<file path="config.mk">
export PLATFORM = sky130hd
export DESIGN_NAME = ser_chan_ctl
export DESIGN_NICKNAME = d
export VERILOG_FILES = /design/src/rtl/ser_chan_pkg.sv /design/src/rtl/ser_ptr_seq.sv /design/src/rtl/ser_wreg_file.sv /design/src/rtl/ser_hold_path.sv /design/src/rtl/ser_chan_ctl.sv
export SDC_FILE = /design/constraint.sdc
export NUM_CORES = 1
export LEC_CHECK = 0
export ABC_CLOCK_PERIOD_IN_PS = 4200
export BUFFER_PORTS_ARGS = -buffer_cell sky130_fd_sc_hd__buf_2
export CAP_MARGIN = 25
export CORE_MARGIN = 8
export CORE_UTILIZATION = 53
export DETAILED_ROUTE_END_ITERATION = 12
export HOLD_SLACK_MARGIN = 0.1
export PLACE_DENSITY = 0.81
export SLEW_MARGIN = 20
export SYNTH_ARGS = -nofsm -noshare
export SYNTH_HDL_FRONTEND = slang
export SYNTH_SLANG_ARGS = --single-unit
</file>
<file path="constraint.sdc">
create_clock -name clk -period 4.2 [get_ports clk]
set_input_delay 0.42 -clock clk [delete_from_list [all_inputs] [get_ports clk]]
set_output_delay 0.42 -clock clk [all_outputs]
set_load 0.005 [all_outputs]
</file>
<file path="src/rtl/ser_chan_pkg.sv">
// Shared widths, register indices, command codes and the receive mask
// function for the serial channel register front end.
package ser_chan_pkg;

    localparam int BYTE_W = 8;
    localparam int IDX_W  = 4;
    localparam int LEN_W  = 2;

    typedef logic [BYTE_W-1:0] byte_t;

    // Register indices whose numbers the host software depends on.
    localparam logic [IDX_W-1:0] IX_CMD    = 4'd0;
    localparam logic [IDX_W-1:0] IX_RXCFG  = 4'd3;
    localparam logic [IDX_W-1:0] IX_FRAME  = 4'd4;
    localparam logic [IDX_W-1:0] IX_TXCFG  = 4'd5;
    localparam logic [IDX_W-1:0] IX_RESET  = 4'd9;
    localparam logic [IDX_W-1:0] IX_CLKSRC = 4'd11;
    localparam logic [IDX_W-1:0] IX_TCLO   = 4'd12;
    localparam logic [IDX_W-1:0] IX_TCHI   = 4'd13;
    localparam logic [IDX_W-1:0] IX_BRGCTL = 4'd14;

    // Command bytes decoded on register 0.
    localparam byte_t CMD_EXT   = 8'h10;
    localparam byte_t CMD_TXCLR = 8'h28;
    localparam byte_t CMD_IUS   = 8'h38;
    localparam byte_t CMD_ERR   = 8'hF0;

    // Channel reset codes written to register 9.
    localparam byte_t RST_CODE_A = 8'h80;
    localparam byte_t RST_CODE_B = 8'h40;

    // Configuration values that turn on the baud generator paths.
    localparam byte_t BRG_ON     = 8'h07;
    localparam byte_t CLKSRC_BRG = 8'h56;

    // One-cycle command pulses.
    typedef struct packed {
        logic ext_rst;
        logic txint_clr;
        logic ius_rst;
        logic err_rst;
    } cmd_t;

    // Receive mask for a character length code (00=5, 01=7, 10=6, 11=8 bits).
    function automatic byte_t len_mask(input logic [LEN_W-1:0] code);
        case (code)
            2'b00:   len_mask = 8'h1F;
            2'b01:   len_mask = 8'h7F;
            2'b10:   len_mask = 8'h3F;
            default: len_mask = 8'hFF;
        endcase
    endfunction

endpackage

</file>
<file path="src/rtl/ser_ptr_seq.sv">
// Register index sequencer for the control address.
// An idle control write loads the index and arms the sequencer. The next
// control access uses the index, then the index returns to zero.
// Assumes at most one host access per cycle.
module ser_ptr_seq
    import ser_chan_pkg::*;
(
    input  logic             clk,
    input  logic             rst_n,
    input  logic             ctl_wr,
    input  logic             ctl_rd,
    input  logic [IDX_W-1:0] wr_idx,
    output logic             armed,
    output logic [IDX_W-1:0] cur_idx,
    output logic             reg_wr
);

    logic             armed_q;
    logic [IDX_W-1:0] ptr_q;

    // Load the index on an idle write; drop it after the one access it serves.
    always_ff @(posedge clk) begin
        if (!rst_n) begin
            armed_q <= 1'b0;
            ptr_q   <= '0;
        end else if (armed_q && (ctl_wr || ctl_rd)) begin
            armed_q <= 1'b0;
            ptr_q   <= '0;
        end else if (!armed_q && ctl_wr) begin
            armed_q <= 1'b1;
            ptr_q   <= wr_idx;
        end
    end

    assign armed   = armed_q;
    assign cur_idx = ptr_q;
    assign reg_wr  = armed_q && ctl_wr;


    ptr_return_chk: assert property (@(posedge clk) disable iff (!rst_n)
        reg_wr |=> (!armed_q && ptr_q == '0));


    ptr_load_chk: assert property (@(posedge clk) disable iff (!rst_n)
        (!armed_q && ctl_wr) |=> (armed_q && ptr_q == $past(wr_idx)));

endmodule

</file>
<file path="src/rtl/ser_wreg_file.sv">
// Configuration register file and register 0 command decoder.
// Stores only the fields the channel uses. Decodes the channel reset code on
// register 9 and registers the command pulses decoded on register 0.
// Assumes reg_wr comes from the index sequencer and is never high on two
// consecutive cycles.
module ser_wreg_file
    import ser_chan_pkg::*;
#(
    parameter bit CHAN_B = 1'b0
) (
    input  logic               clk,
    input  logic               rst_n,
    input  logic               reg_wr,
    input  logic [IDX_W-1:0]   idx,
    input  byte_t              wdata,
    output logic               chan_rst,
    output logic               rx_en,
    output logic [LEN_W-1:0]   rx_len,
    output logic               tx_en,
    output logic [LEN_W-1:0]   tx_len,
    output logic               dtr,
    output logic               rts,
    output logic [1:0]         clk_mode,
    output logic [1:0]         stop_sel,
    output logic [1:0]         parity_sel,
    output byte_t              tc_lo,
    output byte_t              tc_hi,
    output logic               brg_run,
    output logic               brg_clocks,
    output cmd_t               cmd
);

    byte_t own_code;

    // Pick the reset code that belongs to this channel.
    generate
        if (CHAN_B) begin : g_chan_b
            assign own_code = RST_CODE_B;
        end else begin : g_chan_a
            assign own_code = RST_CODE_A;
        end
    endgenerate

    assign chan_rst = reg_wr && (idx == IX_RESET) && (wdata == own_code);

    logic cmd_sel;
    assign cmd_sel = reg_wr && (idx == IX_CMD);

    // Capture the configuration fields of an indexed write.
    always_ff @(posedge clk) begin
        if (!rst_n || chan_rst) begin
            rx_en      <= 1'b0;
            rx_len     <= '0;
            tx_en      <= 1'b0;
            tx_len     <= '0;
            dtr        <= 1'b0;
            rts        <= 1'b0;
            clk_mode   <= '0;
            stop_sel   <= '0;
            parity_sel <= '0;
            tc_lo      <= '0;
            tc_hi      <= '0;
            brg_run    <= 1'b0;
            brg_clocks <= 1'b0;
        end else if (reg_wr) begin
            case (idx)
                IX_RXCFG: begin
                    rx_en  <= wdata[0];
                    rx_len <= wdata[7:6];
                end
                IX_FRAME: begin
                    clk_mode   <= wdata[7:6];
                    stop_sel   <= wdata[3:2];
                    parity_sel <= wdata[1:0];
                end
                IX_TXCFG: begin
                    tx_en  <= wdata[3];
                    tx_len <= wdata[6:5];
                    dtr    <= wdata[7];
                    rts    <= wdata[1];
                end
                IX_CLKSRC: brg_clocks <= (wdata == CLKSRC_BRG);
                IX_TCLO:   tc_lo      <= wdata;
                IX_TCHI:   tc_hi      <= wdata;
                IX_BRGCTL: brg_run    <= (wdata == BRG_ON);
                default:   ;
            endcase
        end
    end

    // Turn a register 0 command byte into a one-cycle pulse.
    always_ff @(posedge clk) begin
        if (!rst_n) begin
            cmd <= '0;
        end else begin
            cmd.ext_rst   <= cmd_sel && (wdata == CMD_EXT);
            cmd.txint_clr <= cmd_sel && (wdata == CMD_TXCLR);
            cmd.ius_rst   <= cmd_sel && (wdata == CMD_IUS);
            cmd.err_rst   <= cmd_sel && (wdata == CMD_ERR);
        end
    end


    cmd_onehot_chk: assert property (@(posedge clk) disable iff (!rst_n)
        $onehot0(cmd));


    cmd_single_cycle_chk: assert property (@(posedge clk) disable iff (!rst_n)
        (|cmd) |=> !(|cmd));


    chan_rst_cfg_chk: assert property (@(posedge clk) disable iff (!rst_n)
        chan_rst |=> (!rx_en && !tx_en && !brg_run && tc_lo == '0 && tc_hi == '0));

endmodule

</file>
<file path="src/rtl/ser_hold_path.sv">
// Transmit and receive holding bytes with their flags and the receive mask.
// Assumes data_wr and data_rd are single-cycle host strobes. The shifter
// handshakes are level-sampled once per clock.
module ser_hold_path
    import ser_chan_pkg::*;
(
    input  logic             clk,
    input  logic             rst_n,
    input  logic             chan_rst,
    input  logic             rx_en,
    input  logic             tx_en,
    input  logic [LEN_W-1:0] rx_len,
    input  logic             data_wr,
    input  logic             data_rd,
    input  byte_t            wdata,
    input  logic             rx_strobe,
    input  byte_t            rx_byte,
    input  logic             tx_load,
    output byte_t            tx_hold,
    output logic             tx_empty,
    output logic             rx_avail,
    output byte_t            rx_masked
);

    byte_t rx_q;

    // Transmit holding byte: a host write beats a shifter load.
    always_ff @(posedge clk) begin
        if (!rst_n || chan_rst) begin
            tx_hold  <= '0;
            tx_empty <= 1'b1;
        end else if (data_wr) begin
            tx_hold  <= wdata;
            tx_empty <= 1'b0;
        end else if (tx_load && tx_en && !tx_empty) begin
            tx_empty <= 1'b1;
        end
    end

    // Receive holding byte: a new byte beats a host read of the old one.
    always_ff @(posedge clk) begin
        if (!rst_n || chan_rst) begin
            rx_q     <= '0;
            rx_avail <= 1'b0;
        end else if (rx_strobe && rx_en) begin
            rx_q     <= rx_byte;
            rx_avail <= 1'b1;
        end else if (data_rd) begin
            rx_avail <= 1'b0;
        end
    end

    assign rx_masked = rx_q & len_mask(rx_len);


    tx_write_chk: assert property (@(posedge clk) disable iff (!rst_n)
        (data_wr && !chan_rst) |=> (!tx_empty && tx_hold == $past(wdata)));


    tx_accept_chk: assert property (@(posedge clk) disable iff (!rst_n)
        (tx_load && tx_en && !tx_empty && !data_wr && !chan_rst) |=> tx_empty);


    rx_capture_chk: assert property (@(posedge clk) disable iff (!rst_n)
        (rx_strobe && rx_en && !chan_rst) |=> rx_avail);


    chan_rst_flags_chk: assert property (@(posedge clk) disable iff (!rst_n)
        chan_rst |=> (tx_empty && !rx_avail));

endmodule

</file>
<file path="src/rtl/ser_chan_ctl.sv">
// Host register front end for one asynchronous serial channel.
// Decodes the two host addresses and joins the index sequencer, the
// configuration register file and the holding-byte datapath. Read data is
// combinational from the current state and is zero when no read is active.
module ser_chan_ctl
    import ser_chan_pkg::*;
#(
    parameter bit CHAN_B = 1'b0
) (
    input  logic                clk,
    input  logic                rst_n,
    input  logic                bus_sel,
    input  logic                bus_wr,
    input  logic                bus_addr,
    input  logic [BYTE_W-1:0]   bus_wdata,
    output logic [BYTE_W-1:0]   bus_rdata,
    input  logic                brk_in,
    input  logic                rx_strobe,
    input  logic [BYTE_W-1:0]   rx_byte,
    input  logic                tx_load,
    output logic [BYTE_W-1:0]   tx_byte,
    output logic                tx_pending,
    output logic                rx_en,
    output logic [LEN_W-1:0]    rx_len,
    output logic                tx_en,
    output logic [LEN_W-1:0]    tx_len,
    output logic                dtr,
    output logic                rts,
    output logic [1:0]          clk_mode,
    output logic [1:0]          stop_sel,
    output logic [1:0]          parity_sel,
    output logic [2*BYTE_W-1:0] time_const,
    output logic                brg_run,
    output logic                brg_clocks,
    output logic                cmd_ext_rst,
    output logic                cmd_txint_clr,
    output logic                cmd_ius_rst,
    output logic                cmd_err_rst
);

    logic             ctl_wr, ctl_rd, data_wr, data_rd;
    logic             armed, reg_wr, chan_rst;
    logic [IDX_W-1:0] cur_idx;
    byte_t            tc_lo, tc_hi, rx_masked;
    logic             tx_empty, rx_avail;
    cmd_t             cmd;

    assign ctl_wr  = bus_sel &&  bus_wr && !bus_addr;
    assign ctl_rd  = bus_sel && !bus_wr && !bus_addr;
    assign data_wr = bus_sel &&  bus_wr &&  bus_addr;
    assign data_rd = bus_sel && !bus_wr &&  bus_addr;

    ser_ptr_seq i_ptr (
        .clk     (clk),
        .rst_n   (rst_n),
        .ctl_wr  (ctl_wr),
        .ctl_rd  (ctl_rd),
        .wr_idx  (bus_wdata[IDX_W-1:0]),
        .armed   (armed),
        .cur_idx (cur_idx),
        .reg_wr  (reg_wr)
    );

    ser_wreg_file #(.CHAN_B(CHAN_B)) i_wreg (
        .clk        (clk),
        .rst_n      (rst_n),
        .reg_wr     (reg_wr),
        .idx        (cur_idx),
        .wdata      (bus_wdata),
        .chan_rst   (chan_rst),
        .rx_en      (rx_en),
        .rx_len     (rx_len),
        .tx_en      (tx_en),
        .tx_len     (tx_len),
        .dtr        (dtr),
        .rts        (rts),
        .clk_mode   (clk_mode),
        .stop_sel   (stop_sel),
        .parity_sel (parity_sel),
        .tc_lo      (tc_lo),
        .tc_hi      (tc_hi),
        .brg_run    (brg_run),
        .brg_clocks (brg_clocks),
        .cmd        (cmd)
    );

    ser_hold_path i_hold (
        .clk       (clk),
        .rst_n     (rst_n),
        .chan_rst  (chan_rst),
        .rx_en     (rx_en),
        .tx_en     (tx_en),
        .rx_len    (rx_len),
        .data_wr   (data_wr),
        .data_rd   (data_rd),
        .wdata     (bus_wdata),
        .rx_strobe (rx_strobe),
        .rx_byte   (rx_byte),
        .tx_load   (tx_load),
        .tx_hold   (tx_byte),
        .tx_empty  (tx_empty),
        .rx_avail  (rx_avail),
        .rx_masked (rx_masked)
    );

    assign tx_pending    = !tx_empty;
    assign time_const    = {tc_hi, tc_lo};
    assign cmd_ext_rst   = cmd.ext_rst;
    assign cmd_txint_clr = cmd.txint_clr;
    assign cmd_ius_rst   = cmd.ius_rst;
    assign cmd_err_rst   = cmd.err_rst;

    // Select host read data: masked receive byte, status, or readable register.
    always_comb begin
        bus_rdata = '0;
        if (data_rd) begin
            bus_rdata = rx_masked;
        end else if (ctl_rd) begin
            case (cur_idx)
                IX_CMD:  bus_rdata = {brk_in, 4'b0000, tx_empty, 1'b0, rx_avail};
                IX_TCLO: bus_rdata = tc_lo;
                IX_TCHI: bus_rdata = tc_hi;
                default: bus_rdata = '0;
            endcase
        end
    end


    idle_read_status_chk: assert property (@(posedge clk) disable iff (!rst_n)
        (ctl_rd && !armed) |-> (bus_rdata[0] == rx_avail && bus_rdata[2] == !tx_pending));

endmodule

</file>
# After elaboration in Yosys (flattened, before gate mapping)
# Index checks and enable logic that the tools add are counted.
[totals]
ff_bits = 59
input_bits = 24
out_inout_bits = 53
word_cells = 88
[op_classes]
eq_ne = 17
n_mux = 8
n_bitwise = 2
n_reduce_logical = 38
[op_table]
columns = ["operator", "count"]
rows = [
  ["8-bit one-hot mux with 3 select lines", 2],
  ["4-bit == test, second input constant", 5],
  ["1-bit logical AND", 19],
  ["8-bit by 6-bit == test with 1-bit output, second input constant", 2],
  ["8-bit == test, second input constant", 2],
  ["8-bit two-way mux", 2],
  ["2-bit AND reduction", 7],
  ["8-bit AND", 1],
  ["4-bit by 3-bit == test with 1-bit output, second input constant", 2],
  ["8-bit by 3-bit == test with 1-bit output, second input constant", 1],
  ["8-bit by 5-bit == test with 1-bit output, second input constant", 1],
  ["8-bit by 7-bit == test with 1-bit output, second input constant", 1],
  ["1-bit logical NOT", 5],
  ["4-bit by 2-bit == test with 1-bit output, second input constant", 1],
  ["4-bit logical NOT", 1],
  ["1-bit two-way mux", 4],
  ["2-bit nonzero test", 2],
  ["2-bit by 1-bit == test with 1-bit output, second input constant", 1],
  ["2-bit == test, second input constant", 1],
  ["2-bit logical NOT", 1],
  ["1-bit logical OR", 2],
  ["2-bit OR reduction", 1],
  ["1-bit inverter", 1],
]

# Depth between registers and ports, before layout
[depth]
ltp_word = 6
mapped_depth = 6
ltp_nobuf = 3

# Modules after synthesis
# Synthesis repeated with hierarchy kept, for this count alone.
[unflattened]
hier_cells = 336
area_unflattened_um2 = 3143.0
[by_module_without_submodules]
columns = ["module", "instances", "cells_each", "area_each_um2", "seq_area_each_um2"]
rows = [
  ["ser_wreg_file", 1, 185, 1804.2, 720.7],
  ["ser_hold_path", 1, 79, 792.0, 360.3],
  ["ser_chan_ctl", 1, 48, 329.1, 0.0],
  ["ser_ptr_seq", 1, 24, 217.7, 100.1],
]

# Worst setup path before layout
# No wires, ideal clock.
[synth_path]
kind = "in2reg"
start = "in bus_wdata[1]"
end = "reg i_hold.rx_avail"
setup_time_ns = 0.127
arrival_ns = 1.803
required_time_ns = 4.073
setup_slack_ns = 2.269
stages = 5
n_path_buf = 2
path_cell_list = "clkbuf_1 or4_4 o41ai_4 buf_2 a21oi_1"
[synth_between]
elab_chain_len = 3
[synth_lines]
columns = ["element", "line_no", "source"]
rows = [
  ["start: declaration", "ser_chan_ctl.sv:15", "input logic [BYTE_W-1:0] bus_wdata,"],
  ["8-bit == test", "ser_wreg_file.sv:44", "assign chan_rst = reg_wr && (idx == IX_RESET) && (wdata == own_code);"],
  ["1-bit logical AND", "ser_wreg_file.sv:44", ""],
  ["1-bit logical OR", "ser_hold_path.sv:42", "if (!rst_n || chan_rst) begin"],
  ["end signal: assignment", "ser_hold_path.sv:44", "rx_avail <= 1'b0;"],
  ["end signal: assignment", "ser_hold_path.sv:47", "rx_avail <= 1'b1;"],
  ["end signal: assignment", "ser_hold_path.sv:49", "rx_avail <= 1'b0;"],
  ["end: declaration", "ser_hold_path.sv:21", "output logic rx_avail,"],
]
# No other way between the ends.
# A chain may end at the register's enable or synchronous reset.

# Worst setup path after layout
[layout_path]
start = "reg i_ptr.ptr_q[0] (netlist: i_ptr.cur_idx[0])"
end = "out bus_rdata[2]"
[layout_between]
elab_chain_len = 4
[layout_lines]
columns = ["element", "line_no", "source"]
rows = [
  ["start: declaration", "ser_ptr_seq.sv:19", "logic [IDX_W-1:0] ptr_q;"],
  ["start signal: assignment", "ser_ptr_seq.sv:31", "ptr_q <= wr_idx;"],
  ["4-bit == test / 4-bit logical NOT (equally long branches)", "ser_chan_ctl.sv:119", "case (cur_idx)"],
  ["8-bit one-hot mux with 3 select lines (*)", "ser_chan_ctl.sv:119", ""],
  ["8-bit two-way mux (*)", "ser_chan_ctl.sv:118", "end else if (ctl_rd) begin"],
  ["8-bit two-way mux (*)", "ser_chan_ctl.sv:116", "if (data_rd) begin"],
  ["end: declaration", "ser_chan_ctl.sv:16", "output logic [BYTE_W-1:0] bus_rdata,"],
]
# Mark *: on every way between the ends. The rest lies on a longest branch, timed or not.

==> key figures <==
Hold path
  • Worst Hold End: i_hold.rx_q[5]
  • Hold Crit Depth: 3
  • HP Class: input pin to register
  • Hold_sp: rx_byte[5]

Global route
  • First-pass GRT wire length: 13000 um
  • Largest net degree at the start of global routing: 35
  • Vias in the first global route: around 2700
  • GRT Residual Overflow: 0
  • GRT Total Usage: 21.7%
  • Initial antenna violation count: 0

Critical path
  • CP Capture Type: primary output
  • Critical Path Start Type: register
  • CP Class: register to primary output
  • Reg-to-Reg Start: i_ptr.cur_idx[0]
  • CP Max Fanout: 23
  • R2r worst-path depth: 4
  • Worst Path Required: 3.78 ns
  • R2R setup slack: just over 2 ns
  • End of the worst register-to-register path: i_hold.tx_empty
  • Crit path DAT: 2.25 ns

Placement
  • Placed cell area: 3070 um2
  • DP Wirelength: 5480 um
  • Place WS: 1.94 ns
  • Port bufs: 76
  • Routability cong.: slightly below 0.9

Routing
  • Routed vias: 2769
  • Pre-antenna DRT Iters: 5
  • Drc violations: 0
  • Drt initial violations: between 300 and 400
  • Antenna-violating nets left: 0
  • Total Wirelength: 8080 um
  • DR WL/cell: about 18 um
  • Routed vias/inst: 6.05

Finish
  • Footprint of the multi-input gates: 1380 um2
  • # diodes: 0
  • Fillers: around 470
  • Final Util: 65.9%
  • Nets: 407
  • Layout area overhead: 22.6%
  • Fin area: 3300 um2
  • Layout cells sized above 1: 26.5%
  • Storage cell area: 1180 um2

Logic synthesis
  • Netlist cell types: 40
  • Mapped Avg Cell Area: 8.34 um2
  • Cells after Synth: 323
  • Post-synth top cells: dfxtp_1, a21oi_1, nand3_1
  • Post-synthesis sequential area ratio: between 40% and 50%
  • Most common flop cell mapped by yosys: dfxtp_1
  • Cell with the most instances after synthesis: dfxtp_1
  • Async set-reset flop share out of synthesis: 0%
  • Largest area contributor in the netlist: dfxtp_1
  • Main area contributors after synthesis: dfxtp_1, a21oi_1, nand3_1, o21ai_0, nand2_1
  • Syn_nets: 347
  • Synth top area share: between 40% and 50%
  • Synth Register Bits: 59
  • Post-synthesis cell area: 2700 um2
  • Synthesis Warnings: 0
  • Post-synth EDFFs: 0

Clock network
  • CTS root buf: clkbuf_8
  • Cts hold-fix bufs: 0
  • CTS Buf Count: 9
  • CTS H-tree depth: 3
  • Clk_lat worst skew: 0.35 ns
  • Post CTS Setup Buffer Count: 0
  • CTS resizes: 0
  • CTS clk-pin slew, worst paths: approximately 0.060 ns
  • CTS max path bufs: 2
  • CTS tree: built
  • Sink Count: 59

Power and ir drop
  • VDD IR-drop max: 279 uV
  • Pwr dens: 377 nW/um2
  • Static leakage: 1.30 nW

Outcome
  • Outcome: finished, final reports clean

STA
  • Max-slew headroom: 46.5%
  • Fin crit share: 63.5%
  • Worst setup margin: ~1.5 ns
  • Final setup violation count: 0
  • Slew Limit Fails: 0
  • Fin Setup TNS: 0 ns
  • Fmax: 375 MHz
  • Final min period: 2.67 ns
  • Setup Skew: 0.00896 ns
  • RSZ-0062 raised after global routing: false
  • Final Hold Viols: 0
  • Slew of the pin with the lowest slew margin: 0.801 ns

Floorplanning
  • Chip width: 87.3 um
  • Core area: 5010 um2
  • Row count: 26
  • Initial Utilization: between 50% and 60%
  • Io pins: between 70 and 80
  • Die Y: 87.3 um
  • DIE AREA: 7620 um2

Flow run
  • Maximum capacitance violations: 0
==> layout by cell type (no fill, tap or decap), types with 2 or more instances in the layout <==
master,n
or3_1,2
nor2b_1,2
nand3_1,41
a32o_1,4
clkinv_2,3
nand4bb_1,2
nand2_1,35
or4bb_1,3
nand4b_1,4
bufinv_16,2
nor4_1,2
a222oi_1,2
nand3b_1,2
a22o_1,4
and3b_1,2
inv_1,2
nor4b_1,3
nor2_1,3
dfxtp_1,59
o21ai_0,37
mux2i_1,7
a22oi_1,2
nor4bb_1,4
nand4_1,3
buf_4,5
clkbuf_8,11
buf_2,76
a21oi_1,50
and4b_1,3
==> kinds of logic after synthesis <==
group / Yosys count / synth area share [%]
and+or+nand+nor: 118 / 25.6
muxes: 7 / 2.60
AOI/OAI and AO/OA: 105 / 22.9
buffers and inverters: 34 / 5.11
DFF: 59 / 43.8
==> state kept, by name (all words and copies together), names as in the netlist, 2 cells and up <==
| name | cells |
|---|---|
| i_wreg.tx_len | 2 |
| i_wreg.tc_lo | 8 |
| i_wreg.tc_hi | 8 |
| i_wreg.clk_mode | 2 |
| i_wreg.parity_sel | 2 |
| i_hold.tx_hold | 8 |
| i_wreg.stop_sel | 2 |
| i_ptr.cur_idx | 4 |
| i_wreg.cmd | 4 |
| i_wreg.rx_len | 2 |
| i_hold.rx_q | 8 |
==> worst max-delay path by stage <==
stage                     startpoint               to  slack, ns
floorplan               bus_wdata[1]  i_hold.rx_avail       2.27
global placement    i_ptr.cur_idx[0]     bus_rdata[2]       1.99
detailed placement  i_ptr.cur_idx[0]     bus_rdata[2]       1.94
CTS                 i_ptr.cur_idx[0]     bus_rdata[2]       1.57
global route        i_ptr.cur_idx[0]     bus_rdata[2]       1.34
finish              i_ptr.cur_idx[0]     bus_rdata[2]       1.53
==> power breakdown <==
part | total, mW | switching [mW] | internal [mW]
registers | 0.578 | 0.0127 | 0.565
clock network | 0.585 | 0.223 | 0.363
logic | 0.0806 | 0.0495 | 0.0311
total | 1.24 | 0.285 | 0.959
==> worst max-delay path: stages (launching register included) <==
cell and delay (ns):
dfxtp_1 0.84, and4b_1 0.51, a222oi_1 0.15, a22oi_1 0.25, buf_2 0.15
==> cell type report <==
class	instances	share of cell area, %
Sequential cell	59	35.8
Clock buffer	11	4.58
Timing Repair Buffer	81	12.7
Inverter	2	0.227
Clock inverter	5	2.27
Multi-Input combinational cell	230	41.9
Tap cell	70	2.65
==> metal layers <==
| layer | track usage [%] | part of all wire, % |
|---|---|---|
| met1 | 25.9 | 42 |
| met2 | 33.8 | 47 |
| met3 | 9.25 | 9.6 |
| met4 | 7.34 | 1.1 |
| met5 | 0 | 0 |
==> metrics by stage <==
stage	hold WS, ns	cells	total power [mW]
after floorplan	0.433	323	0.637
after detailed placement	0.447	442	0.668
after global routing	0.327	458	1.28
final	0.324	458	1.24
after CTS	0.315	458	1.25
after global placement	0.440	442	0.666
Note: power is estimated with default switching activity, not from simulation.
